**config.mk**
```make
export PLATFORM = sky130hd
export DESIGN_NAME = addrwin_decoder
export DESIGN_NICKNAME = d
export VERILOG_FILES = /design/src/rtl/addrwin_pkg.sv /design/src/rtl/addrwin_regfile.sv /design/src/rtl/addrwin_match.sv /design/src/rtl/addrwin_select.sv /design/src/rtl/addrwin_decoder.sv
export SDC_FILE = /design/constraint.sdc
export NUM_CORES = 2
export LEC_CHECK = 0
export CORE_MARGIN = 2
export CORE_UTILIZATION = 63
export DETAILED_ROUTE_END_ITERATION = 16
export GPL_TIMING_DRIVEN = 0
export PLACE_DENSITY = 0.88
export REMOVE_ABC_BUFFERS = 1
export SYNTH_ARGS = -nofsm -noshare
export SYNTH_HDL_FRONTEND = slang
export SYNTH_SLANG_ARGS = --single-unit
```
**constraint.sdc**
```tcl
create_clock -name clk -period 72.9 [get_ports clk]
set_input_delay 7.29 -clock clk [delete_from_list [all_inputs] [get_ports clk]]
set_output_delay 7.29 -clock clk [all_outputs]
set_load 0.05 [all_outputs]
```
**src/rtl/addrwin_pkg.sv**
```systemverilog
package addrwin_pkg;
  localparam int AW_ADDR_W    = 32;
  localparam int AW_GRAN_BITS = 16;
  localparam int AW_NUM_WIN   = 8;
  localparam int AW_TGT_W     = 4;
  localparam int AW_ATTR_W    = 8;

  localparam int CTL_EN_BIT   = 0;
  localparam int CTL_TGT_LSB  = 4;
  localparam int CTL_ATTR_LSB = 8;

  typedef enum logic [1:0] {
    SEL_CTRL = 2'd0,
    SEL_BASE = 2'd1,
    SEL_RLO  = 2'd2,
    SEL_RHI  = 2'd3
  } win_sel_e;
endpackage

```
**src/rtl/addrwin_regfile.sv**
```systemverilog
module addrwin_regfile
  import addrwin_pkg::*;
#(
  parameter int NUM_WIN   = AW_NUM_WIN,
  parameter int ADDR_W    = AW_ADDR_W,
  parameter int GRAN_BITS = AW_GRAN_BITS,
  parameter int TGT_W     = AW_TGT_W,
  parameter int ATTR_W    = AW_ATTR_W,
  localparam int IDX_W    = $clog2(NUM_WIN),
  localparam int RA_W     = IDX_W + 2,
  localparam int HI_W     = ADDR_W - GRAN_BITS
) (
  input  logic                            clk,
  input  logic                            rst_n,
  input  logic                            wr_en,
  input  logic [RA_W-1:0]                 reg_idx,
  input  logic [ADDR_W-1:0]               wr_data,
  output logic [ADDR_W-1:0]               rd_data,
  output logic [NUM_WIN-1:0]              win_en,
  output logic [NUM_WIN-1:0][TGT_W-1:0]   win_tgt,
  output logic [NUM_WIN-1:0][ATTR_W-1:0]  win_attr,
  output logic [NUM_WIN-1:0][HI_W-1:0]    win_size,
  output logic [NUM_WIN-1:0][HI_W-1:0]    win_base,
  output logic [NUM_WIN-1:0][HI_W-1:0]    win_rlo,
  output logic [NUM_WIN-1:0][ADDR_W-1:0]  win_rhi
);
  logic [ADDR_W-1:0] ctrl_a [NUM_WIN];
  logic [ADDR_W-1:0] base_a [NUM_WIN];
  logic [ADDR_W-1:0] rlo_a  [NUM_WIN];
  logic [ADDR_W-1:0] rhi_a  [NUM_WIN];

  win_sel_e        sel;
  logic [IDX_W-1:0] win_idx;

  assign sel     = win_sel_e'(reg_idx[1:0]);
  assign win_idx = reg_idx[RA_W-1:2];

  for (genvar w = 0; w < NUM_WIN; w++) begin : g_win
    logic              hit_w;
    logic              we_ctrl, we_base, we_rlo, we_rhi;
    logic [ADDR_W-1:0] ctrl_q, base_q, rlo_q, rhi_q;
    logic [ADDR_W-1:0] ctrl_d, base_d, rlo_d, rhi_d;

    assign hit_w   = wr_en && (win_idx == IDX_W'(w));
    assign we_ctrl = hit_w && (sel == SEL_CTRL);
    assign we_base = hit_w && (sel == SEL_BASE);
    assign we_rlo  = hit_w && (sel == SEL_RLO);
    assign we_rhi  = hit_w && (sel == SEL_RHI);

    always_comb begin
      ctrl_d = we_ctrl ? wr_data : ctrl_q;
      base_d = we_base ? wr_data : base_q;
      rlo_d  = we_rlo  ? wr_data : rlo_q;
      rhi_d  = we_rhi  ? wr_data : rhi_q;
    end

    always_ff @(posedge clk or negedge rst_n) begin
      if (!rst_n) begin
        ctrl_q <= '0;
        base_q <= '0;
        rlo_q  <= '0;
        rhi_q  <= '0;
      end else begin
        ctrl_q <= ctrl_d;
        base_q <= base_d;
        rlo_q  <= rlo_d;
        rhi_q  <= rhi_d;
      end
    end

    assign ctrl_a[w]   = ctrl_q;
    assign base_a[w]   = base_q;
    assign rlo_a[w]    = rlo_q;
    assign rhi_a[w]    = rhi_q;

    assign win_en[w]   = ctrl_q[CTL_EN_BIT];
    assign win_tgt[w]  = ctrl_q[CTL_TGT_LSB +: TGT_W];
    assign win_attr[w] = ctrl_q[CTL_ATTR_LSB +: ATTR_W];
    assign win_size[w] = ctrl_q[ADDR_W-1 -: HI_W];
    assign win_base[w] = base_q[ADDR_W-1 -: HI_W];
    assign win_rlo[w]  = rlo_q[ADDR_W-1 -: HI_W];
    assign win_rhi[w]  = rhi_q;
  end

  always_comb begin
    unique case (sel)
      SEL_CTRL: rd_data = ctrl_a[win_idx];
      SEL_BASE: rd_data = base_a[win_idx];
      SEL_RLO:  rd_data = rlo_a[win_idx];
      default:  rd_data = rhi_a[win_idx];
    endcase
  end
endmodule

```
**src/rtl/addrwin_match.sv**
```systemverilog
module addrwin_match #(
  parameter int NUM_WIN = 8,
  parameter int HI_W    = 16
) (
  input  logic [HI_W-1:0]              addr_hi,
  input  logic [NUM_WIN-1:0]           win_en,
  input  logic [NUM_WIN-1:0][HI_W-1:0] win_size,
  input  logic [NUM_WIN-1:0][HI_W-1:0] win_base,
  output logic [NUM_WIN-1:0]           hit_vec
);
  for (genvar w = 0; w < NUM_WIN; w++) begin : g_cmp
    logic [HI_W-1:0] keep;
    assign keep       = ~win_size[w];
    assign hit_vec[w] = win_en[w] && ((addr_hi & keep) == (win_base[w] & keep));
  end
endmodule

```
**src/rtl/addrwin_select.sv**
```systemverilog
module addrwin_select #(
  parameter int NUM_WIN  = 8,
  parameter int ADDR_W   = 32,
  parameter int HI_W     = 16,
  parameter int TGT_W    = 4,
  parameter int ATTR_W   = 8,
  localparam int IDX_W   = $clog2(NUM_WIN),
  localparam int LO_W    = ADDR_W - HI_W
) (
  input  logic [ADDR_W-1:0]              addr,
  input  logic [NUM_WIN-1:0]             hit_vec,
  input  logic [NUM_WIN-1:0][TGT_W-1:0]  win_tgt,
  input  logic [NUM_WIN-1:0][ATTR_W-1:0] win_attr,
  input  logic [NUM_WIN-1:0][HI_W-1:0]   win_size,
  input  logic [NUM_WIN-1:0][HI_W-1:0]   win_rlo,
  input  logic [NUM_WIN-1:0][ADDR_W-1:0] win_rhi,
  output logic                           any_hit,
  output logic [IDX_W-1:0]               sel_idx,
  output logic [TGT_W-1:0]               sel_tgt,
  output logic [ATTR_W-1:0]              sel_attr,
  output logic [ADDR_W-1:0]              sel_addr,
  output logic [ADDR_W-1:0]              sel_rhi
);
  logic [HI_W-1:0] mask;
  logic [HI_W-1:0] new_hi;

  always_comb begin
    any_hit = 1'b0;
    sel_idx = '0;
    for (int w = 0; w < NUM_WIN; w++) begin
      if (hit_vec[w] && !any_hit) begin
        any_hit = 1'b1;
        sel_idx = IDX_W'(w);
      end
    end
  end

  assign mask   = win_size[sel_idx];
  assign new_hi = (win_rlo[sel_idx] & ~mask) | (addr[ADDR_W-1 -: HI_W] & mask);

  always_comb begin
    if (any_hit) begin
      sel_tgt  = win_tgt[sel_idx];
      sel_attr = win_attr[sel_idx];
      sel_addr = {new_hi, addr[LO_W-1:0]};
      sel_rhi  = win_rhi[sel_idx];
    end else begin
      sel_tgt  = '0;
      sel_attr = '0;
      sel_addr = addr;
      sel_rhi  = '0;
    end
  end
endmodule

```
**src/rtl/addrwin_decoder.sv**
```systemverilog
module addrwin_decoder
  import addrwin_pkg::*;
#(
  parameter int NUM_WIN   = AW_NUM_WIN,
  parameter int ADDR_W    = AW_ADDR_W,
  parameter int GRAN_BITS = AW_GRAN_BITS,
  parameter int TGT_W     = AW_TGT_W,
  parameter int ATTR_W    = AW_ATTR_W,
  localparam int IDX_W    = $clog2(NUM_WIN),
  localparam int RA_W     = IDX_W + 2,
  localparam int HI_W     = ADDR_W - GRAN_BITS
) (
  input  logic              clk,
  input  logic              rst_n,
  input  logic              reg_wr,
  input  logic [RA_W-1:0]   reg_addr,
  input  logic [ADDR_W-1:0] reg_wdata,
  output logic [ADDR_W-1:0] reg_rdata,
  input  logic              lk_valid,
  input  logic [ADDR_W-1:0] lk_addr,
  output logic              res_valid,
  output logic              res_hit,
  output logic              res_miss,
  output logic [IDX_W-1:0]  res_win,
  output logic [TGT_W-1:0]  res_target,
  output logic [ATTR_W-1:0] res_attr,
  output logic [ADDR_W-1:0] res_addr,
  output logic [ADDR_W-1:0] res_addr_hi
);
  logic [1:0] rst_sync_q;
  logic       rst_int_n;

  always_ff @(posedge clk or negedge rst_n) begin
    if (!rst_n) rst_sync_q <= 2'b00;
    else        rst_sync_q <= {rst_sync_q[0], 1'b1};
  end
  assign rst_int_n = rst_sync_q[1];

  logic [NUM_WIN-1:0]             win_en;
  logic [NUM_WIN-1:0][TGT_W-1:0]  win_tgt;
  logic [NUM_WIN-1:0][ATTR_W-1:0] win_attr;
  logic [NUM_WIN-1:0][HI_W-1:0]   win_size;
  logic [NUM_WIN-1:0][HI_W-1:0]   win_base;
  logic [NUM_WIN-1:0][HI_W-1:0]   win_rlo;
  logic [NUM_WIN-1:0][ADDR_W-1:0] win_rhi;
  logic [NUM_WIN-1:0]             hit_vec;

  logic              any_hit;
  logic [IDX_W-1:0]  sel_idx;
  logic [TGT_W-1:0]  sel_tgt;
  logic [ATTR_W-1:0] sel_attr;
  logic [ADDR_W-1:0] sel_addr;
  logic [ADDR_W-1:0] sel_rhi;

  addrwin_regfile #(
    .NUM_WIN(NUM_WIN), .ADDR_W(ADDR_W), .GRAN_BITS(GRAN_BITS),
    .TGT_W(TGT_W), .ATTR_W(ATTR_W)
  ) u_regs (
    .clk(clk), .rst_n(rst_int_n),
    .wr_en(reg_wr), .reg_idx(reg_addr), .wr_data(reg_wdata), .rd_data(reg_rdata),
    .win_en(win_en), .win_tgt(win_tgt), .win_attr(win_attr),
    .win_size(win_size), .win_base(win_base), .win_rlo(win_rlo), .win_rhi(win_rhi)
  );

  addrwin_match #(.NUM_WIN(NUM_WIN), .HI_W(HI_W)) u_match (
    .addr_hi(lk_addr[ADDR_W-1 -: HI_W]),
    .win_en(win_en), .win_size(win_size), .win_base(win_base),
    .hit_vec(hit_vec)
  );

  addrwin_select #(
    .NUM_WIN(NUM_WIN), .ADDR_W(ADDR_W), .HI_W(HI_W), .TGT_W(TGT_W), .ATTR_W(ATTR_W)
  ) u_sel (
    .addr(lk_addr), .hit_vec(hit_vec),
    .win_tgt(win_tgt), .win_attr(win_attr), .win_size(win_size),
    .win_rlo(win_rlo), .win_rhi(win_rhi),
    .any_hit(any_hit), .sel_idx(sel_idx), .sel_tgt(sel_tgt), .sel_attr(sel_attr),
    .sel_addr(sel_addr), .sel_rhi(sel_rhi)
  );

  logic              valid_d, hit_d, miss_d;
  logic [IDX_W-1:0]  win_d;
  logic [TGT_W-1:0]  tgt_d;
  logic [ATTR_W-1:0] attr_d;
  logic [ADDR_W-1:0] addr_d, addr_hi_d;

  always_comb begin
    valid_d   = lk_valid;
    hit_d     = lk_valid && any_hit;
    miss_d    = lk_valid && !any_hit;
    win_d     = any_hit ? sel_idx : '0;
    tgt_d     = sel_tgt;
    attr_d    = sel_attr;
    addr_d    = sel_addr;
    addr_hi_d = sel_rhi;
  end

  always_ff @(posedge clk or negedge rst_int_n) begin
    if (!rst_int_n) begin
      res_valid <= 1'b0;
      res_hit   <= 1'b0;
      res_miss  <= 1'b0;
    end else begin
      res_valid <= valid_d;
      res_hit   <= hit_d;
      res_miss  <= miss_d;
    end
  end

  always_ff @(posedge clk or negedge rst_int_n) begin
    if (!rst_int_n) begin
      res_win     <= '0;
      res_target  <= '0;
      res_attr    <= '0;
      res_addr    <= '0;
      res_addr_hi <= '0;
    end else if (lk_valid) begin
      res_win     <= win_d;
      res_target  <= tgt_d;
      res_attr    <= attr_d;
      res_addr    <= addr_d;
      res_addr_hi <= addr_hi_d;
    end
  end
endmodule

```
# Word-level counts from Yosys, hierarchy flattened
# Cells that the tools add are included.
# op_classes
n_lt_le_gt_ge	2
n_eq_ne	18
mux	43
n_bitwise	29
reduce_logical	67
# ops
operator	n
$bmux 32 s3	5
$mux 32	11
$and 16x16->16	18
$not 16->16	9
$eq 16x16->1	8
$bmux 16 s3	2
$pmux 32 s3	1
$logic_and 1x1->1	57
$mux 16	2
$bmux 8 s3	1
$mux 8	2
$or 16x16->16	1
$mux 3	5
$bmux 4 s3	1
$eq 3x3->1 const B	4
$mux 1	9
$logic_not 1->1	8
$mux 4	2
$eq 3x2->1 const B	2
$eq 2x2->1 const B	2
$ge 4x4->1 const B	1
$lt 3x4->1 const B	1
$mux 2	2
$not 3->4	1
other kinds (4)	4
# totals
regBits	1108
inputBits	73
output_inout_bits	114

# Longest topological paths before layout
# depth
ltp_word	32
depth_mapped	14
mapped_depth_nobuf	10

# Cells and area by module
# Synthesis repeated with hierarchy kept, for this count alone.
# hier_totals
cells_unflattened	4922
hier_area_um2	61253.7
# modules_own_cells
mod	instances	cells_per_inst	area_per_inst_um2	seq_area_each_um2
addrwin_regfile	1	3502	49915.4	25624.6
addrwin_select	1	992	6351.1	0.0
addrwin_decoder	1	178	3106.7	2102.0
addrwin_match	1	250	1880.6	0.0

# Worst setup path before layout
# Ideal clock, no wire load.
# synth_path
kind	input port to output port
startpoint	in reg_addr[2]
endpoint	out reg_rdata[30]
t_arrival_ns	10.344
setup_slack_ns	55.266
stages	8
n_path_buf	4
path_cell_list	clkbuf_1 buf_2 buf_2 buf_1 mux4_2 mux2_2 o22ai_1 a211oi_1
# synth_between
elab_chain_cells	5
word_cells_on_any_way	14
classes_between	13 x mux; 1 x bitwise
# synth_rtl
item	line	text
start: declaration	addrwin_decoder.sv:16	input logic [RA_W-1:0] reg_addr,
$not 3->4 (not written as such) *	n/a	
$bmux 32 s3, on equally long branches	n/a	
$mux 32, on equally long branches (2 in series)	n/a	
$pmux 32 s3 *	addrwin_regfile.sv:86	unique case (sel)
end: declaration	addrwin_decoder.sv:18	output logic [ADDR_W-1:0] reg_rdata,
# Every way passes the cells marked *; elsewhere a longest branch is shown, timed or not. The select of a mux whose other input is x is not followed.

# Final worst setup path
# layout_path
startpoint	in reg_addr[1]
endpoint	out reg_rdata[20]
# layout_between
elab_chain_cells	2
word_cells_on_any_way	4
classes_between	2 x eq/ne; 1 x mux; 1 x reduce/logical
# layout_rtl
item	line
$eq 2x2->1, or another cell as far along	addrwin_regfile.sv:86
$pmux 32 s3 *	addrwin_regfile.sv:86
# Every way passes the cells marked *; elsewhere a longest branch is shown, timed or not.

==> flow_metrics.py <==
metrics = {
    "logic_synthesis": {
        "muxShareOfSynthArea": 0.393,
        "syn_area_per_cell_sq_um": 14.7,
        "synth_compound_area_frac": 0.0371,
        "post_synth_and_or_nand_nor_area_fraction": 0.0232,
        "syn-cell-area_sq_um": 55800,
        "synth_xor_area_frac": 0.0201,
        "post_synth_main_area_contributors": "sky130_fd_sc_hd__dfrtp_1, sky130_fd_sc_hd__mux2_2, sky130_fd_sc_hd__mux4_2",
        "yosys.area_share.adder": 0,
        "synth_top_area_frac": 0.497,
        "number_of_flops_mapped_to_enable_cells_by_yosys": 0,
        "ys.warnings.count": 0,
        "largest_family_of_logic_cells_by_synthesized_area": "multiplexers",
        "synth-async-reset-ratio": 1.00,
        "post-synth-top-count-cell": "sky130_fd_sc_hd__dfrtp_1",
        "seq_area_frac_synth": 0.497,
        "synth.lib_cells_used.distinct": 57,
        "synth_top_area_cell": "sky130_fd_sc_hd__dfrtp_1",
        "synthFlopType": "sky130_fd_sc_hd__dfrtp_1",
        "synth_seq_cells": 1108,
        "netlist_top_cells_count": "sky130_fd_sc_hd__dfrtp_1, sky130_fd_sc_hd__mux2_2, sky130_fd_sc_hd__mux4_2, sky130_fd_sc_hd__clkbuf_1, sky130_fd_sc_hd__xnor2_1",
        "post_synth_inst_count": 3787,
    },
    "worst_setup_path": {
        "critPathLaunchType": "input port",
        "crit_arrival_ns": 10.80,
        "critPathSlowestCell": "sky130_fd_sc_hd__clkdlybuf4s50_1",
        "critical_path_peak_fanout": 23,
        "crit_type": "input port to output port",
        "crit_path_max_incr_delay_ns": 0.94,
        "timing.critical_path.required_ns": 65.61,
        "path_cells": "buf_2, buf_12, nand2b_2, a211oi_1, a211oi_1, clkdlybuf4s50_1",
        "setup.worst_path.end_class": "output port",
        "timing.critical_path.mode_cell": "sky130_fd_sc_hd__a211oi_1",
    },
    "timing": {
        "final.setup_skew_ns": 0.0269,
        "worst-slew-pin-transition_ns": 1.44,
        "fin_ws_ns": 54.81,
        "min_period_ns": 18.09,
        "unrepaired_setup_endpoints_after_global_routing": "no",
        "fin_hold_viols": 0,
        "slew-limit-headroom": 0.0378,
        "timing.final.max_slew_violations": 0,
        "setup_viol": 0,
        "hold-worst-slack_ns": 0.339,
        "fmax_mhz": 55.3,
        "final.period_utilization": 0.248,
        "setup_tns_ns": 0,
    },
    "grt": {
        "met1_usage": 0.494,
        "gr-total-overflow": 0,
        "grt_pass1_wl_mm": 255,
        "grt_use_total": 0.381,
        "first_global_vias": 39500,
        "top_usage_layer": "met2",
        "grt_start_max_net_pins": 108,
        "grt_antenna_before_repair": 5,
        "use_met3": 0.106,
        "met2_usage": 0.571,
    },
    "placed_design": {
        "globalplace.congestion": 0.917,
        "hpwl_mm": 104,
        "dp_slack_ns": 54.83,
        "placed_cell_area_sq_um": 60200,
        "portBuffers": 186,
    },
    "job": {
        "cap_violations": 0,
    },
    "clocking": {
        "clkSinkCount": 1108,
        "clk_latency_ns": 0.70,
        "cts_hold_repair.buffers": 0,
        "clkTransAtPathRegs_ns": 0.06,
        "cts-resized-gates": 0,
        "post_cts.repair.setup_buffers": 0,
        "cts_tree": "built",
        "number_of_buffers_created_by_cts": 112,
        "clock_tree.root_cell": "sky130_fd_sc_hd__clkbuf_16",
        "cts.path.max_buffers": 3,
        "cts.htree.levels": 3,
    },
    "die": {
        "die_x_um": 302,
        "fp-row-count": 109,
        "design.die.area_sq_um": 91000,
        "die-height_um": 302,
        "core_area_sq_um": 88100,
        "floorplan.io_pins": 187,
        "initial_cell_density_of_the_core": 0.634,
    },
    "route": {
        "number_of_vias_per_cell": 7.39,
        "drt_wl_total_mm": 170,
        "drt-initial-drc-count": 4666,
        "via_count": 37600,
        "drtAntennaViolNets": 0,
        "wl_per_cell_um": 33.6,
        "drc": 0,
        "detailedRoute.firstPassIterationCount": 8,
    },
    "cells_and_area": {
        "layout-drive-gt1-share": 0.464,
        "fillers": 5139,
        "area_growth_pct": 14.7,
        "layout.cell_area.non_filler_sq_um": 64000,
        "final_net_count": 3890,
    },
    "pwr": {
        "power.density_cell_area_nw_per_um2": 27.8,
        "report.power.total_w": 0.00178,
        "vdd_ir_drop_max_mv": 0.0255,
        "leakage_nw": 27.1,
    },
    "outcome": {
        "result_of_the_run": "completed",
    },
    "worst_hold_path": {
        "min-delay-path-class": "register to asynchronous set/reset pin",
    },
}
cell usage in the layout (no fill, tap or decap), types with 26 or more instances in the layout:
| master | synthesis | final |
|---|---|---|
| sky130_fd_sc_hd__a211oi_1 | 33 | 32 |
| sky130_fd_sc_hd__a22oi_1 | 40 | 40 |
| sky130_fd_sc_hd__buf_12 | 0 | 42 |
| sky130_fd_sc_hd__buf_16 | 0 | 50 |
| sky130_fd_sc_hd__clkbuf_1 | 227 | 26 |
| sky130_fd_sc_hd__clkbuf_16 | 0 | 113 |
| sky130_fd_sc_hd__clkdlybuf4s50_1 | 0 | 180 |
| sky130_fd_sc_hd__dfrtp_1 | 1108 | 1107 |
| sky130_fd_sc_hd__inv_1 | 40 | 39 |
| sky130_fd_sc_hd__mux2_2 | 1091 | 1091 |
| sky130_fd_sc_hd__mux2i_1 | 112 | 112 |
| sky130_fd_sc_hd__mux4_2 | 378 | 378 |
| sky130_fd_sc_hd__nand2_1 | 87 | 75 |
| sky130_fd_sc_hd__nand3_1 | 38 | 34 |
| sky130_fd_sc_hd__o21ai_0 | 43 | 43 |
| sky130_fd_sc_hd__o22ai_1 | 73 | 73 |
| sky130_fd_sc_hd__xnor2_1 | 128 | 128 |
state kept, by name, summed over array words and instances (netlist names):
signal	cells
u_regs.g_win.rhi_q	256
res_valid	1
res_win	3
u_regs.g_win.rlo_q	256
res_hit	1
rst_sync_q	2
res_miss	1
u_regs.g_win.base_q	256
res_addr	32
res_attr	8
u_regs.g_win.ctrl_q	256
res_addr_hi	32
res_target	4
power by group:
group | internal [W] | leakage (nW) | switching [W] | total [W]
combinational | 0.000203 | 11.1 | 0.000157 | 0.000360
sequential | 0.000728 | 14.2 | 0.0000978 | 0.000826
clock | 0.000339 | 1.84 | 0.000253 | 0.000592
final timing paths:
check | endpoint | cells after the start | slack (ns) | startpoint
setup reg to reg | res_addr[17]$_DFFE_PN0P_ | 10 | 67.78 | u_regs.g_win[3].base_q[25]$_DFFE_PN0P_
hold / removal | u_regs.g_win[4].rhi_q[4]$_DFFE_PN0P_ | 0 | 0.34 | rst_sync_q[1]$_DFF_PN0_
max in group asynchronous | rst_sync_q[1]$_DFF_PN0_ | 1 | 66.01 | rst_n
hold reg to reg | u_regs.g_win[4].rhi_q[4]$_DFFE_PN0P_ | 0 | 0.34 | rst_sync_q[1]$_DFF_PN0_
setup / recovery | reg_rdata[20] | 6 | 54.81 | reg_addr[1]
min in group clk | rst_sync_q[1]$_DFF_PN0_ | 0 | 0.35 | rst_sync_q[0]$_DFF_PN0_
cell families after synthesis:
kind of cell | Yosys count
other | 1
AND/OR/NAND/NOR | 257
AO/OA/AOI/OAI | 302
XOR/XNOR | 128
buffers and inverters | 410
multiplexers | 1581
flip-flops | 1108
cell type report:
| class | count | area [sq um] | share of cell area |
|---|---|---|---|
| Antenna cell | 5 | 12.5 | 0.000195 |
| Clock inverter | 42 | 484 | 0.00756 |
| Tap cell | 1165 | 1460 | 0.0228 |
| Timing Repair Buffer | 286 | 4190 | 0.0655 |
| Clock buffer | 164 | 3270 | 0.0511 |
| Inverter | 40 | 150 | 0.00235 |
| Sequential cell | 1108 | 27700 | 0.433 |
| Multi-Input combinational cell | 2269 | 26700 | 0.417 |
metal layers:
metal	up-vias	wire length (um)
met3	793	19100
met2	2760	78600
met1	19600	60500
met5	-	35
li1	14400	-
met4	6	12200
per-stage QoR:
stage / util / std cells
3_5_place_dp: 0.684 / 4868
5_1_grt: 0.726 / 5074
2_1_floorplan: - / 3417
4_1_cts: 0.726 / 5074
3_3_place_gp: 0.654 / 4768
6_report: 0.727 / 5079
critical path: cells and delay by family:
family	cells	cell delay [ns]
buffers and inverters	3	1.68
AO/OA/AOI/OAI	2	0.88
AND/OR/NAND/NOR	1	0.86
No activity file was read; power rests on OpenSTA's default activity.
